<file path="config.mk">
export PLATFORM = sky130hd
export DESIGN_NAME = irq_ctrl
export DESIGN_NICKNAME = d
export VERILOG_FILES = /design/src/rtl/irq_pkg.sv /design/src/rtl/irq_trigger.sv /design/src/rtl/irq_resolve.sv /design/src/rtl/irq_ctrl.sv
export SDC_FILE = /design/constraint.sdc
export NUM_CORES = 1
export LEC_CHECK = 0
export BUFFER_PORTS_ARGS = -buffer_cell sky130_fd_sc_hd__buf_4
export CAP_MARGIN = 15
export CORE_MARGIN = 1.5
export CORE_UTILIZATION = 45
export DETAILED_ROUTE_END_ITERATION = 8
export MAX_ROUTING_LAYER = met4
export PLACE_DENSITY = 0.81
export SLEW_MARGIN = 10
export SYNTH_ARGS = -nofsm -noshare
export SYNTH_HDL_FRONTEND = slang
export SYNTH_SLANG_ARGS = --single-unit
</file>
<file path="constraint.sdc">
create_clock -name clk -period 2.71 [get_ports clk]
set_input_delay 0.6775 -clock clk [delete_from_list [all_inputs] [get_ports clk]]
set_output_delay 0.6775 -clock clk [all_outputs]
set_load 0.05 [all_outputs]
</file>
<file path="src/rtl/irq_pkg.sv">
package irq_pkg;
    localparam int NSRC  = 5;
    localparam int VEC_W = 16;

    typedef enum logic [2:0] {
        SRC_TRAP = 3'd0,
        SRC_R75  = 3'd1,
        SRC_R65  = 3'd2,
        SRC_R55  = 3'd3,
        SRC_GEN  = 3'd4,
        SRC_NONE = 3'd7
    } src_e;

    // Fixed vector per source; general request gets its vector from the core.
    function automatic logic [VEC_W-1:0] src_vector(src_e s);
        case (s)
            SRC_TRAP: return VEC_W'(16'h0024);
            SRC_R75:  return VEC_W'(16'h003C);
            SRC_R65:  return VEC_W'(16'h0034);
            SRC_R55:  return VEC_W'(16'h002C);
            default:  return '0;
        endcase
    endfunction
endpackage

</file>
<file path="src/rtl/irq_trigger.sv">
module irq_trigger (
    input  logic clk,
    input  logic rst_n,
    input  logic trap_in,
    input  logic r75_in,
    input  logic ien_clr,
    input  logic ack_trap,
    input  logic ack_r75,
    output logic trap_live,
    output logic r75_latched
);
    typedef struct packed {
        logic trap_prev;
        logic trap_pend;
        logic r75_prev;
        logic r75_lat;
    } trig_t;

    trig_t st_q, st_d;
    logic  trap_rise, r75_rise;

    always_comb begin
        st_d      = st_q;
        trap_rise = trap_in & ~st_q.trap_prev;
        r75_rise  = r75_in & ~st_q.r75_prev;

        st_d.trap_prev = trap_in;
        st_d.r75_prev  = r75_in;

        // Trap qualifies on an edge and dies when the level drops or on ack.
        if (!trap_in)
            st_d.trap_pend = 1'b0;
        else if (trap_rise)
            st_d.trap_pend = 1'b1;
        else if (ack_trap)
            st_d.trap_pend = 1'b0;

        if (r75_rise)
            st_d.r75_lat = 1'b1;
        else if (ien_clr || ack_r75)
            st_d.r75_lat = 1'b0;
    end

    always_ff @(posedge clk or negedge rst_n) begin
        if (!rst_n) begin
            st_q.trap_prev <= 1'b1;
            st_q.trap_pend <= 1'b0;
            st_q.r75_prev  <= 1'b1;
            st_q.r75_lat   <= 1'b0;
        end else begin
            st_q <= st_d;
        end
    end

    assign trap_live   = st_q.trap_pend & trap_in;
    assign r75_latched = st_q.r75_lat;

    assert_trap_drop_R3: assert property (@(posedge clk) disable iff (!rst_n)
        !trap_in |=> !trap_live);

    assert_r75_clear_R4: assert property (@(posedge clk) disable iff (!rst_n)
        (ien_clr && !(r75_in && !$past(r75_in))) |=> !r75_latched)
        else $error("edge latch survived disable");
endmodule

</file>
<file path="src/rtl/irq_resolve.sv">
module irq_resolve
    import irq_pkg::*;
#(
    parameter int N = NSRC
) (
    input  logic         clk,
    input  logic         rst_n,
    input  logic [N-1:0] req,
    output logic [N-1:0] gnt,
    output logic         any,
    output src_e         win
);
    logic [N:0] blocked;
    assign blocked[0] = 1'b0;

    for (genvar i = 0; i < N; i++) begin : g_rank
        assign gnt[i]       = req[i] & ~blocked[i];
        assign blocked[i+1] = blocked[i] | req[i];
    end

    assign any = blocked[N];

    always_comb begin
        win = SRC_NONE;
        for (int i = N - 1; i >= 0; i--) begin
            if (gnt[i]) win = src_e'(3'(i));
        end
    end

    assert_single_grant_R1: assert property (@(posedge clk) disable iff (!rst_n)
        $onehot0(gnt) && (any == (req != '0)));
endmodule

</file>
<file path="src/rtl/irq_ctrl.sv">
module irq_ctrl
    import irq_pkg::*;
#(
    parameter int RST_CODE_W = 3,
    parameter int RST_STRIDE = 8
) (
    input  logic                  clk,
    input  logic                  rst_n,
    input  logic                  trap_in,
    input  logic                  r75_in,
    input  logic                  r65_in,
    input  logic                  r55_in,
    input  logic                  gen_in,
    input  logic                  mask_wr,
    input  logic [2:0]            mask_val,
    input  logic                  ien_set,
    input  logic                  ien_clr,
    input  logic                  boundary,
    input  logic                  ack,
    input  logic [RST_CODE_W-1:0] rst_code,
    output logic                  req_valid,
    output logic [VEC_W-1:0]      req_vector,
    output logic [2:0]            req_src,
    output logic                  inta_n,
    output logic                  int_en,
    output logic [VEC_W-1:0]      rst_vector
);
    localparam int RST_SHIFT = $clog2(RST_STRIDE);

    typedef struct packed {
        logic [2:0]       mask;
        logic             ien;
        logic             valid;
        logic [VEC_W-1:0] vec;
        src_e             src;
        logic             inta_n;
    } ctl_t;

    ctl_t       q, d;
    logic       trap_live, r75_latched;
    logic [NSRC-1:0] req, gnt;
    logic       any;
    src_e       win;
    logic       accept, ack_fire;

    assign ack_fire = ack & q.valid;

    irq_trigger u_trig (
        .clk         (clk),
        .rst_n       (rst_n),
        .trap_in     (trap_in),
        .r75_in      (r75_in),
        .ien_clr     (ien_clr),
        .ack_trap    (ack_fire && q.src == SRC_TRAP),
        .ack_r75     (ack_fire && q.src == SRC_R75),
        .trap_live   (trap_live),
        .r75_latched (r75_latched)
    );

    assign req[0] = trap_live;
    assign req[1] = r75_latched & ~q.mask[2] & q.ien;
    assign req[2] = r65_in & ~q.mask[1] & q.ien;
    assign req[3] = r55_in & ~q.mask[0] & q.ien;
    assign req[4] = gen_in & q.ien;

    irq_resolve #(.N(NSRC)) u_res (
        .clk   (clk),
        .rst_n (rst_n),
        .req   (req),
        .gnt   (gnt),
        .any   (any),
        .win   (win)
    );

    assign accept = boundary & ~q.valid & any;

    always_comb begin
        d = q;
        if (mask_wr) d.mask = mask_val;
        if (ien_set) d.ien = 1'b1;
        if (ien_clr) d.ien = 1'b0;

        if (ack_fire) begin
            d.valid  = 1'b0;
            d.vec    = '0;
            d.src    = SRC_NONE;
            d.inta_n = 1'b1;
        end else if (accept) begin
            d.valid  = 1'b1;
            d.vec    = src_vector(win);
            d.src    = win;
            d.inta_n = (win != SRC_GEN);
            if (win != SRC_TRAP) d.ien = 1'b0;
        end
    end

    always_ff @(posedge clk or negedge rst_n) begin
        if (!rst_n) begin
            q.mask   <= '0;
            q.ien    <= 1'b0;
            q.valid  <= 1'b0;
            q.vec    <= '0;
            q.src    <= SRC_NONE;
            q.inta_n <= 1'b1;
        end else begin
            q <= d;
        end
    end

    assign req_valid  = q.valid;
    assign req_vector = q.vec;
    assign req_src    = q.src;
    assign inta_n     = q.inta_n;
    assign int_en     = q.ien;
    assign rst_vector = VEC_W'({rst_code, {RST_SHIFT{1'b0}}});

    assert_trap_taken_R3: assert property (@(posedge clk) disable iff (!rst_n)
        (boundary && !req_valid && trap_live) |=> (req_valid && req_src == SRC_TRAP));

    assert_hold_steady_R8: assert property (@(posedge clk) disable iff (!rst_n)
        (req_valid && !ack) |=> (req_valid && $stable(req_vector) && $stable(req_src)));

    assert_inta_only_gen_R6: assert property (@(posedge clk) disable iff (!rst_n)
        !inta_n |-> (req_valid && req_src == SRC_GEN));

    assert_ien_drop_R7: assert property (@(posedge clk) disable iff (!rst_n)
        (boundary && !req_valid && any && !gnt[0]) |=> !int_en);

    assert_edge_vector_R2: assert property (@(posedge clk) disable iff (!rst_n)
        (req_valid && req_src == SRC_R75) |-> req_vector == 16'h003C);
endmodule

</file>
Yosys cells after proc, flatten, opt, wreduce, memory -nomap -nowiden
Index checks and enable logic that the tools add are counted.

word-level totals
  bits in registers = 29
  latch bits = 0
  memory bits (writable) = 0
  bits in read-only memories = 0
  input bits = 18
  output and inout port bits = 38
  word-level logic and storage cells = 72
  memories kept = 0

operators by class
  $add $sub $neg = 0
  multipliers = 0
  div/mod/pow operators = 0
  magnitude comparators = 0
  eq/ne operators = 6
  shift operators = 0
  multiplexer cells = 17
  bitwise gates (word level) = 31
  reduce and logical (&&, ||, !) cells = 8

operator list
  cell                number
  $pmux 6 s4          1
  $mux 22             1
  $mux 21             1
  $and 1x1->1         17
  $mux 3              4
  $not 1->1           10
  $mux 1              9
  $eq 3x1->1 const B  2
  $eq 3x2->1 const B  2
  $logic_not 3->1     2
  $or 1x1->1          4
  $reduce_bool 2->1   2
  $ne 3x1->1 const B  1
  $ne 3x3->1 const B  1
  $reduce_bool 3->1   1
  $logic_and 1x1->1   2
  $mux 2              1
  $logic_or 1x1->1    1

Logic depth before layout (Yosys ltp)
Gate-level depths: netlist of the first run.

  depth after elaboration = 17
  gate-level depth with buffers = 5
  mapped depth without buffers = 4

By module
Synthesis of the first run repeated with hierarchy kept, for this count alone.

unflattened totals
  cell total of the unflattened synthesis = 110
  area total of the unflattened synthesis = 1,106.1 µm²

modules (own cells, without submodules)
  module       times used  cells an instance  area an instance (µm²)
  irq_ctrl     1           88                 870.8
  irq_trigger  1           10                 146.4
  irq_resolve  1           12                 88.8

Worst setup path before layout of the first run
OpenSTA, ideal clock, no wires.

  path kind = register to register
  start point = register q, in the netlist int_en
  end point = register q, in the netlist req_vector[5]
  setup time = 0.123 ns
  arrival = 1.405 ns
  required time = 2.587 ns
  slack = 1.182 ns
  stages on the path, launching flop included = 6
  clock period less this slack = 1.528 ns
  path through = dfrtp_1 -> inv_2 -> o21a_1 -> a31o_1 -> buf_6 -> o2bb2ai_1

between the ends
  cells in the longest elaborated chain, start to end = 15

ends and longest elaborated chain
  element                                   RTL line           text
  start, declared                           irq_ctrl.sv:39     ctl_t q, d;
  $and 1x1->1                               irq_ctrl.sv:61     assign req[1] = r75_latched & ~q.mask[2] & q.ien;
  $or 1x1->1 (3 in a row)                   irq_resolve.sv:18  assign blocked[i+1] = blocked[i] | req[i];
  $not 1->1                                 irq_resolve.sv:17  assign gnt[i] = req[i] & ~blocked[i];
  $and 1x1->1                               irq_resolve.sv:17
  $mux 2                                    irq_resolve.sv:26  if (gnt[i]) win = src_e'(3'(i));
  $mux 3 (4 in a row)                       irq_resolve.sv:26
  $eq 3x2->1, or another cell as far along  irq_pkg.sv:16      case (s)
  $pmux 6 s4                                irq_pkg.sv:16
  $mux 22                                   irq_ctrl.sv:88     end else if (accept) begin
  $mux 21                                   irq_ctrl.sv:83     if (ack_fire) begin

Parallel ways exist; a longest one is shown, timed or not. The select of a mux whose other input is x is not followed.
A chain may end at the register's enable or synchronous reset.

Final worst setup path of the first run
  start point = register q, in the netlist req_src[1]
  end point = output req_src[1]

RTL lines
  element        RTL line        text
  end, declared  irq_ctrl.sv:23  output logic [2:0] req_src,

No word-level cell between the ends.

==> results of run 1 <==
[placed cells by master, fill, tap and decap left out, types with 2 or more instances in the layout]
| master | n |
|---|---|
| o21ai_1 | 2 |
| buf_4 | 24 |
| a21oi_1 | 4 |
| inv_1 | 4 |
| nand2b_1 | 4 |
| nand2_1 | 7 |
| o21ai_0 | 3 |
| dfstp_2 | 6 |
| a21boi_0 | 2 |
| nor2b_1 | 3 |
| mux2_2 | 3 |
| nor2_1 | 4 |
| conb_1 | 25 |
| clkbuf_4 | 3 |
| dfrtp_1 | 10 |
| mux2i_1 | 4 |
[per-stage QoR]
stage,util,setup slack (ns)
CTS,0.499,0.962
floorplan,-,1.18
detailed placement,0.483,0.887
finish,0.499,0.974
global placement,0.483,0.959
global route,0.499,0.939
[final timing paths]
kind,start,end,depth (start not counted)
setup / recovery,req_src[1]$_DFFE_PN1P_,req_src[1],1
hold / removal,rst_n,q[24]$_DFFE_PN0P_,1
setup reg to reg,q[24]$_DFFE_PN0P_,req_vector[4]$_DFFE_PN0P_,4
hold reg to reg,u_trig.st_q[1]$_DFF_PN1_,u_trig.r75_latched$_DFFE_PN0P_,1
max in group asynchronous,rst_n,req_src[0]$_DFFE_PN1P_,1
min in group clk,r75_in,u_trig.st_q[1]$_DFF_PN1_,1
[registers in the layout, indices dropped and copies added, names as in the netlist]
signal              cells
q                       3
req_src                 3
req_vector              3
u_trig.st_q             3
int_en                  1
inta_n                  1
req_valid               1
u_trig.r75_latched      1
[metal layers]
layer	vias to the layer above	part of all wire	GRT usage
met4	0	0.020	0.0811
met3	4	0.076	0.0298
met5	-	0	-
met2	31	0.48	0.226
met1	300	0.42	0.162
li1	327	-	-
[layout make-up]
| type | instances | area, um^2 | area share |
|---|---|---|---|
| flip-flops and latches | 16 | 408 | 0.376 |
| multi-input cells | 73 | 405 | 0.374 |
| repair buffers | 24 | 180 | 0.166 |
| clock buffers | 4 | 36.3 | 0.0335 |
| well taps | 28 | 35.0 | 0.0323 |
| inverters | 5 | 18.8 | 0.0173 |
[power by group]
group	internal, uW	leakage [uW]	switching [uW]
combinational	107	0.000337	285
sequential	297	0.000186	39.2
clock	81.7	0.0000210	72.2
[logic make-up after synthesis]
family                 share of synthesized area
buffers and inverters                      0.288
AND/OR/NAND/NOR                            0.108
AO/OA/AOI/OAI                              0.126
flip-flops                                 0.401
multiplexers                              0.0727
other                                    0.00369
==> results.yml, run 1 <==
synthesis:
  async_reset_ff_frac: 1.00
  synth.cell_area_um2: 1020
  seq_area_frac_synth: 0.401
  synth_top_cell_by_area: "buf_4"
  synth_top_area_frac: 0.259
  ys_top_cells_by_count: "buf_4 (35), dfrtp_1 (10), nand2_1 (7)"
  synth-seq-cells: 16
  synth-main-ff-cell: "dfrtp_1"
  yosysMostFrequentCell: "buf_4"
  syn_avg_cell_area_um2: 9.58
  synth_area_leaders: "buf_4 (26%), dfrtp_1 (25%), dfstp_2 (16%), mux2i_1 (3.9%), mux2_2 (3.3%)"
  synth_warnings: 0
  synth_cell_types: 29
  synth-edff-count: 0
  synthCells: 106
clock_tree:
  hold_buffers: 0
  clkTransAtPathRegs_ns: 0.09
  cts_buffers: 3
  clockBufferDepth: 2
  cts_root_buf: "clkbuf_4"
  tritoncts: "yes"
  htreeDepth: 1
  cts_sinks: 16
  cts_setup_buffers: 0
  cts_resized: 0
  worstSkewPairLatency_ns: 0.28
placed_design:
  dp_cells: 146
  gp_congestion: 0.759
  hpwlAfterDp_um: 1300
  place_area_um2: 1050
  portBuffers: 24
drt:
  vias_per_cell: 4.41
  drc_errors: 0
  wl_per_cell_um: 10.3
  vias: 662
  first_pass_iters: 2
  wirelength_um: 1540
  first_iter_violations: 11
  antenna_left: 0
sta:
  final.setup.tns_ns: 0
  setup_viol_count_final: 0
  finalCriticalPeriod_ns: 1.74
  finClkSkew_ns: 0.00345
  fin_crit_sh: 0.641
  grt_setup_unrepaired: "false"
  slew_viol_final: 0
  clock.fmax_mhz: 576
  hold_viol: 0
  whs_ns: 0.231
global_route:
  grt_pass1_vias: 597
  grt_usage: 0.140
  grt_pass1_wl_um: 2570
  grt.overflow.total: 0
  antenna_found_initial: 0
  grt_max_degree: 17
pwr:
  peakVddDrop_mv: 0.444
  power.leakage_uw: 0.000545
  powerDensity_nw_per_um2: 814
  finalPower_uw: 882
worst_setup_path:
  path_cells: "buf_4"
  cp_slowest_stage_delay_ns: 0.57
  cp_slowest_cell: "dfstp_2"
  worstSetupEndpointType: "primary output"
  crit_arrival_ns: 1.06
  required_ns: 2.03
  critPathTopFamily: "flip-flops"
  reg2reg_slack_ns: 1.31
  cp_max_fo: 4
  crit_type: "reg2out"
  startpoint_type: "flop"
  critPathBufInv: 1
layout:
  fin_area_um2: 1080
  antenna_cells: 0
  final_cells: 150
  n_fill_cell: 217
  syn_to_final_growth_pct: 6.65
  drive_gt1_frac: 0.311
  final_nets: 141
worst_hold_path:
  hold_path_class: "in2async"
floorplanning:
  core.rowCount: 17
  fp.dieH_um: 50.5
  dieWidth_um: 50.5
  die_area_um2: 2550
  io_pins: 56
  start_util: 0.468
  coreArea_um2: 2170
status:
  status: "completed"
flow_run:
  drv_cap: 0
Power figures use the tool's default switching activity.
==> run 2, diff against run 1 <==
- ABC_AREA: unset -> 1
- CORE_UTILIZATION: 45 -> 43
- PLACE_DENSITY: 0.81 -> 0.78
- clock period: 2.71 -> 1.7 ns (I/O delays scaled with it)
==> results.yml, run 2 <==
synthesis:
  syn_avg_cell_area_um2: 8.25
  synth-seq-cells: 16
  synth_area_leaders: "buf_4 (26%), dfrtp_1 (25%), dfstp_2 (16%), nand2_1 (6.7%), inv_1 (5.9%)"
  synth-edff-count: 0
  muxShareOfSynthArea: 0
  synth_warnings: 0
  synth_top_family_by_area: "buffers and inverters"
  synth_simple_gate_area_frac: 0.191
  synth-main-ff-cell: "dfrtp_1"
  synth_cell_types: 20
  seq_area_frac_synth: 0.402
  synth.cell_area_um2: 1010
  ys_top_cells_by_count: "buf_4 (35), nand2_1 (18), inv_1 (16)"
  synthAdderAreaFrac: 0
  yosysMostFrequentCell: "buf_4"
  synth-xor-area-share: 0
  synth_top_cell_by_area: "buf_4"
  synth_top_area_frac: 0.259
  async_reset_ff_frac: 1.00
  synthCells: 123
  synth_compound_area_frac: 0.0851
layout:
  antenna_cells: 0
  fin_area_um2: 1100
  drive_gt1_frac: 0.298
  n_fill_cell: 216
  final_nets: 160
  final_common_cell: "conb_1"
  layout_common_cells: "conb_1 (25), buf_4 (24), nand2_1 (18), inv_1 (16), nand3_1 (11)"
  syn_to_final_growth_pct: 8.75
global_route:
  grt_usage: 0.145
  grt_pass1_wl_um: 2790
  grt_pass1_vias: 679
  grt.overflow.total: 0
  antenna_found_initial: 0
  grt_max_degree: 17
pwr:
  powerDensity_nw_per_um2: 1300
  peakVddDrop_mv: 0.689
  power.leakage_uw: 0.000629
placed_design:
  hpwlAfterDp_um: 1320
  gp_congestion: 0.910
  portBuffers: 24
  place_area_um2: 1060
floorplanning:
  io_pins: 56
  core.rowCount: 17
  coreArea_um2: 2210
  die_area_um2: 2660
  fp.dieH_um: 51.6
  dieWidth_um: 51.6
  start_util: 0.459
worst_hold_path:
  hold_path_class: "in2reg"
  hp-start: "r75_in"
  min_to: "u_trig.st_q[1]$_DFF_PN1_"
  holdPathStages: 1
clock_tree:
  clkTransAtPathRegs_ns: 0.09
  htreeDepth: 1
  cts_sinks: 16
  tritoncts: "yes"
  worstSkewPairLatency_ns: 0.28
  clockBufferDepth: 2
  cts_root_buf: "clkbuf_4"
  cts_buffers: 3
  cts_setup_buffers: 0
drt:
  wl_per_cell_um: 9.59
  vias: 717
  vias_per_cell: 4.24
  antenna_left: 0
  wirelength_um: 1620
  first_iter_violations: 5
  first_pass_iters: 4
  drc_errors: 0
sta:
  slew_viol_final: 0
  hold_viol: 0
  finClkSkew_ns: 0.00229
  clock.fmax_mhz: 672
  fin_crit_sh: 0.875
  grt_setup_unrepaired: "false"
  setup_viol_count_final: 0
  whs_ns: 0.246
  final.setup.tns_ns: 0
  finalCriticalPeriod_ns: 1.49
worst_setup_path:
  rr_startpoint: "int_en$_DFF_PN0_"
  cp_slowest_stage_delay_ns: 0.58
  startpoint_type: "flop"
  critPathBufInv: 1
  cp_max_fo: 4
  rr_endpoint: "req_src[1]$_DFFE_PN1P_"
  worstSetupEndpointType: "primary output"
  required_ns: 1.27
  cp_slowest_cell: "dfstp_2"
  path_cells: "buf_4"
  crit_type: "reg2out"
  crit_arrival_ns: 1.06
  reg2reg_depth: 7
  reg2reg_slack_ns: 0.45
  critPathTopFamily: "flip-flops"
flow_run:
  drv_cap: 0
status:
  status: "completed"
-- run 2: cell families (layout without fill, tap and decap cells) --
group,count (synthesis),in the layout
compound gates,15,15
simple gates,40,40
buf+inv,51,45
flops,16,16
other cells,1,25
-- run 2: how the worst max path moves through the flow --
stage                           startpoint                         to  cells after the start
floorplan                 int_en$_DFF_PN0_  req_vector[3]$_DFFE_PN0P_                      7
global placement                   trap_in     req_src[1]$_DFFE_PN1P_                      8
detailed placement                 trap_in  req_vector[3]$_DFFE_PN0P_                      8
CTS                 req_src[0]$_DFFE_PN1P_                 req_src[0]                      1
global route        req_src[0]$_DFFE_PN1P_                 req_src[0]                      1
finish              req_src[0]$_DFFE_PN1P_                 req_src[0]                      1
-- run 2: per-stage QoR --
stage	std cells	power (uW)	utilization	setup slack, ns
2_1_floorplan	147	1150	-	0.275
3_3_place_gp	164	1180	0.478	0.439
3_5_place_dp	164	1190	0.478	0.389
4_1_cts	169	1450	0.499	0.192
5_1_grt	169	1520	0.499	0.176
6_report	169	1430	0.499	0.212
-- run 2: power breakdown --
group          switching [uW]  leakage (uW)  internal (uW)
sequential               60.3      0.000190            477
combinational             485      0.000418            160
clock                     119     0.0000210            130
-- run 2: final cells by class --
class                   count  area [um^2]  area share
clock buffers               4         36.3      0.0329
inverters                  16         60.1      0.0544
multi-input cells          80          374       0.339
flip-flops and latches     16          408       0.370
well taps                  28         35.0      0.0317
repair buffers             25          190       0.172
-- run 2: repair_timing --
action	CTS	global route
hold buffers	1	0
endpoints found under the setup margin	0	0
resized for setup	0	0
hold endpoints to repair	10	0
-- run 2: metal layers --
| layer | routed length, um | vias to the layer above | global-route usage |
|---|---|---|---|
| met5 | 0 | - | - |
| met4 | 24 | 0 | 0.0658 |
| met3 | 120 | 4 | 0.0287 |
| met2 | 776 | 33 | 0.239 |
| met1 | 698 | 320 | 0.173 |
| li1 | - | 360 | - |
==> run 3, diff against run 2 <==
- CELL_PAD_IN_SITES_DETAIL_PLACEMENT: unset -> 1
- CELL_PAD_IN_SITES_GLOBAL_PLACEMENT: unset -> 2
- CORE_UTILIZATION: 43 -> 23
==> results.yml, run 3 (synthesized netlist as in run 2, its figures left out) <==
sta:
  setup_viol_count_final: 0
  clock.fmax_mhz: 695
  finalCriticalPeriod_ns: 1.44
  final.setup.tns_ns: 0
  slew_viol_final: 0
  fin_ws_ns: 0.261
  hold_viol: 0
  finClkSkew_ns: 0.00568
  whs_ns: 0.0227
  fin_crit_sh: 0.846
  grt_setup_unrepaired: "false"
worst_setup_path:
  reg2reg_depth: 7
  cp.depth: 1
  startpoint: "req_src[0]$_DFFE_PN1P_"
  critPathTopFamily: "flip-flops"
  worstSetupEndpointType: "primary output"
  required_ns: 1.27
  rr_endpoint: "req_src[0]$_DFFE_PN1P_"
  crit_type: "reg2out"
  cp_max_fo: 4
  reg2reg_slack_ns: 0.44
  cp_slowest_cell: "dfstp_2"
  crit_path_end: "req_src[0]"
  rr_startpoint: "int_en$_DFF_PN0_"
  crit_arrival_ns: 1.01
  critPathBufInv: 1
  path_cells: "buf_4"
  startpoint_type: "flop"
  cp_slowest_stage_delay_ns: 0.56
floorplanning:
  die_area_um2: 4820
  io_pins: 56
  start_util: 0.247
  coreArea_um2: 4120
  fp.dieH_um: 69.4
  dieWidth_um: 69.4
  core.rowCount: 23
drt:
  drc_errors: 0
  vias_per_cell: 3.90
  wirelength_um: 2100
  wl_per_cell_um: 11.0
  antenna_left: 0
  first_iter_violations: 27
  first_pass_iters: 4
  vias: 741
clock_tree:
  cts_setup_buffers: 0
  htreeDepth: 1
  cts_resized: 0
  cts_sinks: 16
  worstSkewPairLatency_ns: 0.25
  hold_buffers: 0
  clkTransAtPathRegs_ns: 0.06
  clockBufferDepth: 2
  tritoncts: "yes"
  cts_root_buf: "clkbuf_8"
  cts_buffers: 3
layout:
  post-route-util: 0.275
  final_nets: 159
  syn_to_final_growth_pct: 11.3
  final_common_cell: "conb_1"
  drive_gt1_frac: 0.293
  final_cells: 190
  layout_common_cells: "conb_1 (25), buf_4 (24), nand2_1 (18), inv_1 (16), nand3_1 (11)"
  antenna_cells: 0
pwr:
  powerDensity_nw_per_um2: 1310
  power_frac_comb: 0.440
  peakVddDrop_mv: 0.343
  power.share.sequential: 0.363
  pwr-share-clk: 0.197
  p_sw_uw: 683
  switching_share: 0.460
  power.leakage_uw: 0.000626
  power.internal_uw: 802
global_route:
  antenna_found_initial: 0
  grt.overflow.total: 0
  grt_max_degree: 17
  grt_pass1_wl_um: 3300
  grt_pass1_vias: 719
  grt_usage: 0.0919
placed_design:
  post-place-ws_ns: 0.386
  hpwlAfterDp_um: 1760
  dp_cells: 186
  portBuffers: 24
  gp_congestion: 0.852
worst_hold_path:
  hold_path_class: "in2async"
flow_run:
  drv_cap: 0
status:
  status: "completed"
## run 3: changes by cell type in the layout (fill, tap and decap cells not counted)
cell	delta
clkbuf_4	-3
clkbuf_8	+2
clkbuf_1	+1
dlygate4sd3_1	-1
## run 3: power by group through the flow
| stage | Clock, uW | Sequential, uW | Combinational, uW |
|---|---|---|---|
| CTS | 308 | 541 | 659 |
| detailed placement | 0 | 547 | 658 |
| floorplan | 0 | 567 | 585 |
| global placement | 0 | 544 | 646 |
| global route | 323 | 554 | 690 |
| finish | 293 | 539 | 653 |
## run 3: worst min-delay path by stage
stage / endpoint / slack (ns) / startpoint
final: u_trig.st_q[2]$_DFFE_PN0P_ / 0.02 / rst_n
after global routing: u_trig.st_q[2]$_DFFE_PN0P_ / 0.03 / rst_n
after CTS: u_trig.st_q[2]$_DFFE_PN0P_ / 0.02 / rst_n
after detailed placement: req_vector[4]$_DFFE_PN0P_ / 0.30 / rst_n
after global placement: req_vector[5]$_DFFE_PN0P_ / 0.29 / rst_n
after floorplan: int_en$_DFF_PN0_ / 0.13 / rst_n
## run 3: through the flow
step / total power [uW] / cell area [um^2]
4_1_cts: 1510 / 1130
3_3_place_gp: 1190 / 1080
5_1_grt: 1570 / 1130
3_5_place_dp: 1200 / 1080
6_report: 1480 / 1130
2_1_floorplan: 1150 / 1100
## run 3: per-layer routing
| layer | wire length (um) | track usage | vias up |
|---|---|---|---|
| met5 | 0 | - | - |
| met4 | 27 | 0.0327 | 0 |
| met3 | 221 | 0.0494 | 4 |
| met2 | 1020 | 0.155 | 41 |
| met1 | 833 | 0.0896 | 340 |
| li1 | - | - | 356 |
## run 3: cell type report
cell class	count	area, um^2
well taps	50	62.6
multi-input cells	80	374
repair buffers	24	180
clock buffers	4	45.0
fillers	515	2990
flip-flops and latches	16	408
inverters	16	60.1
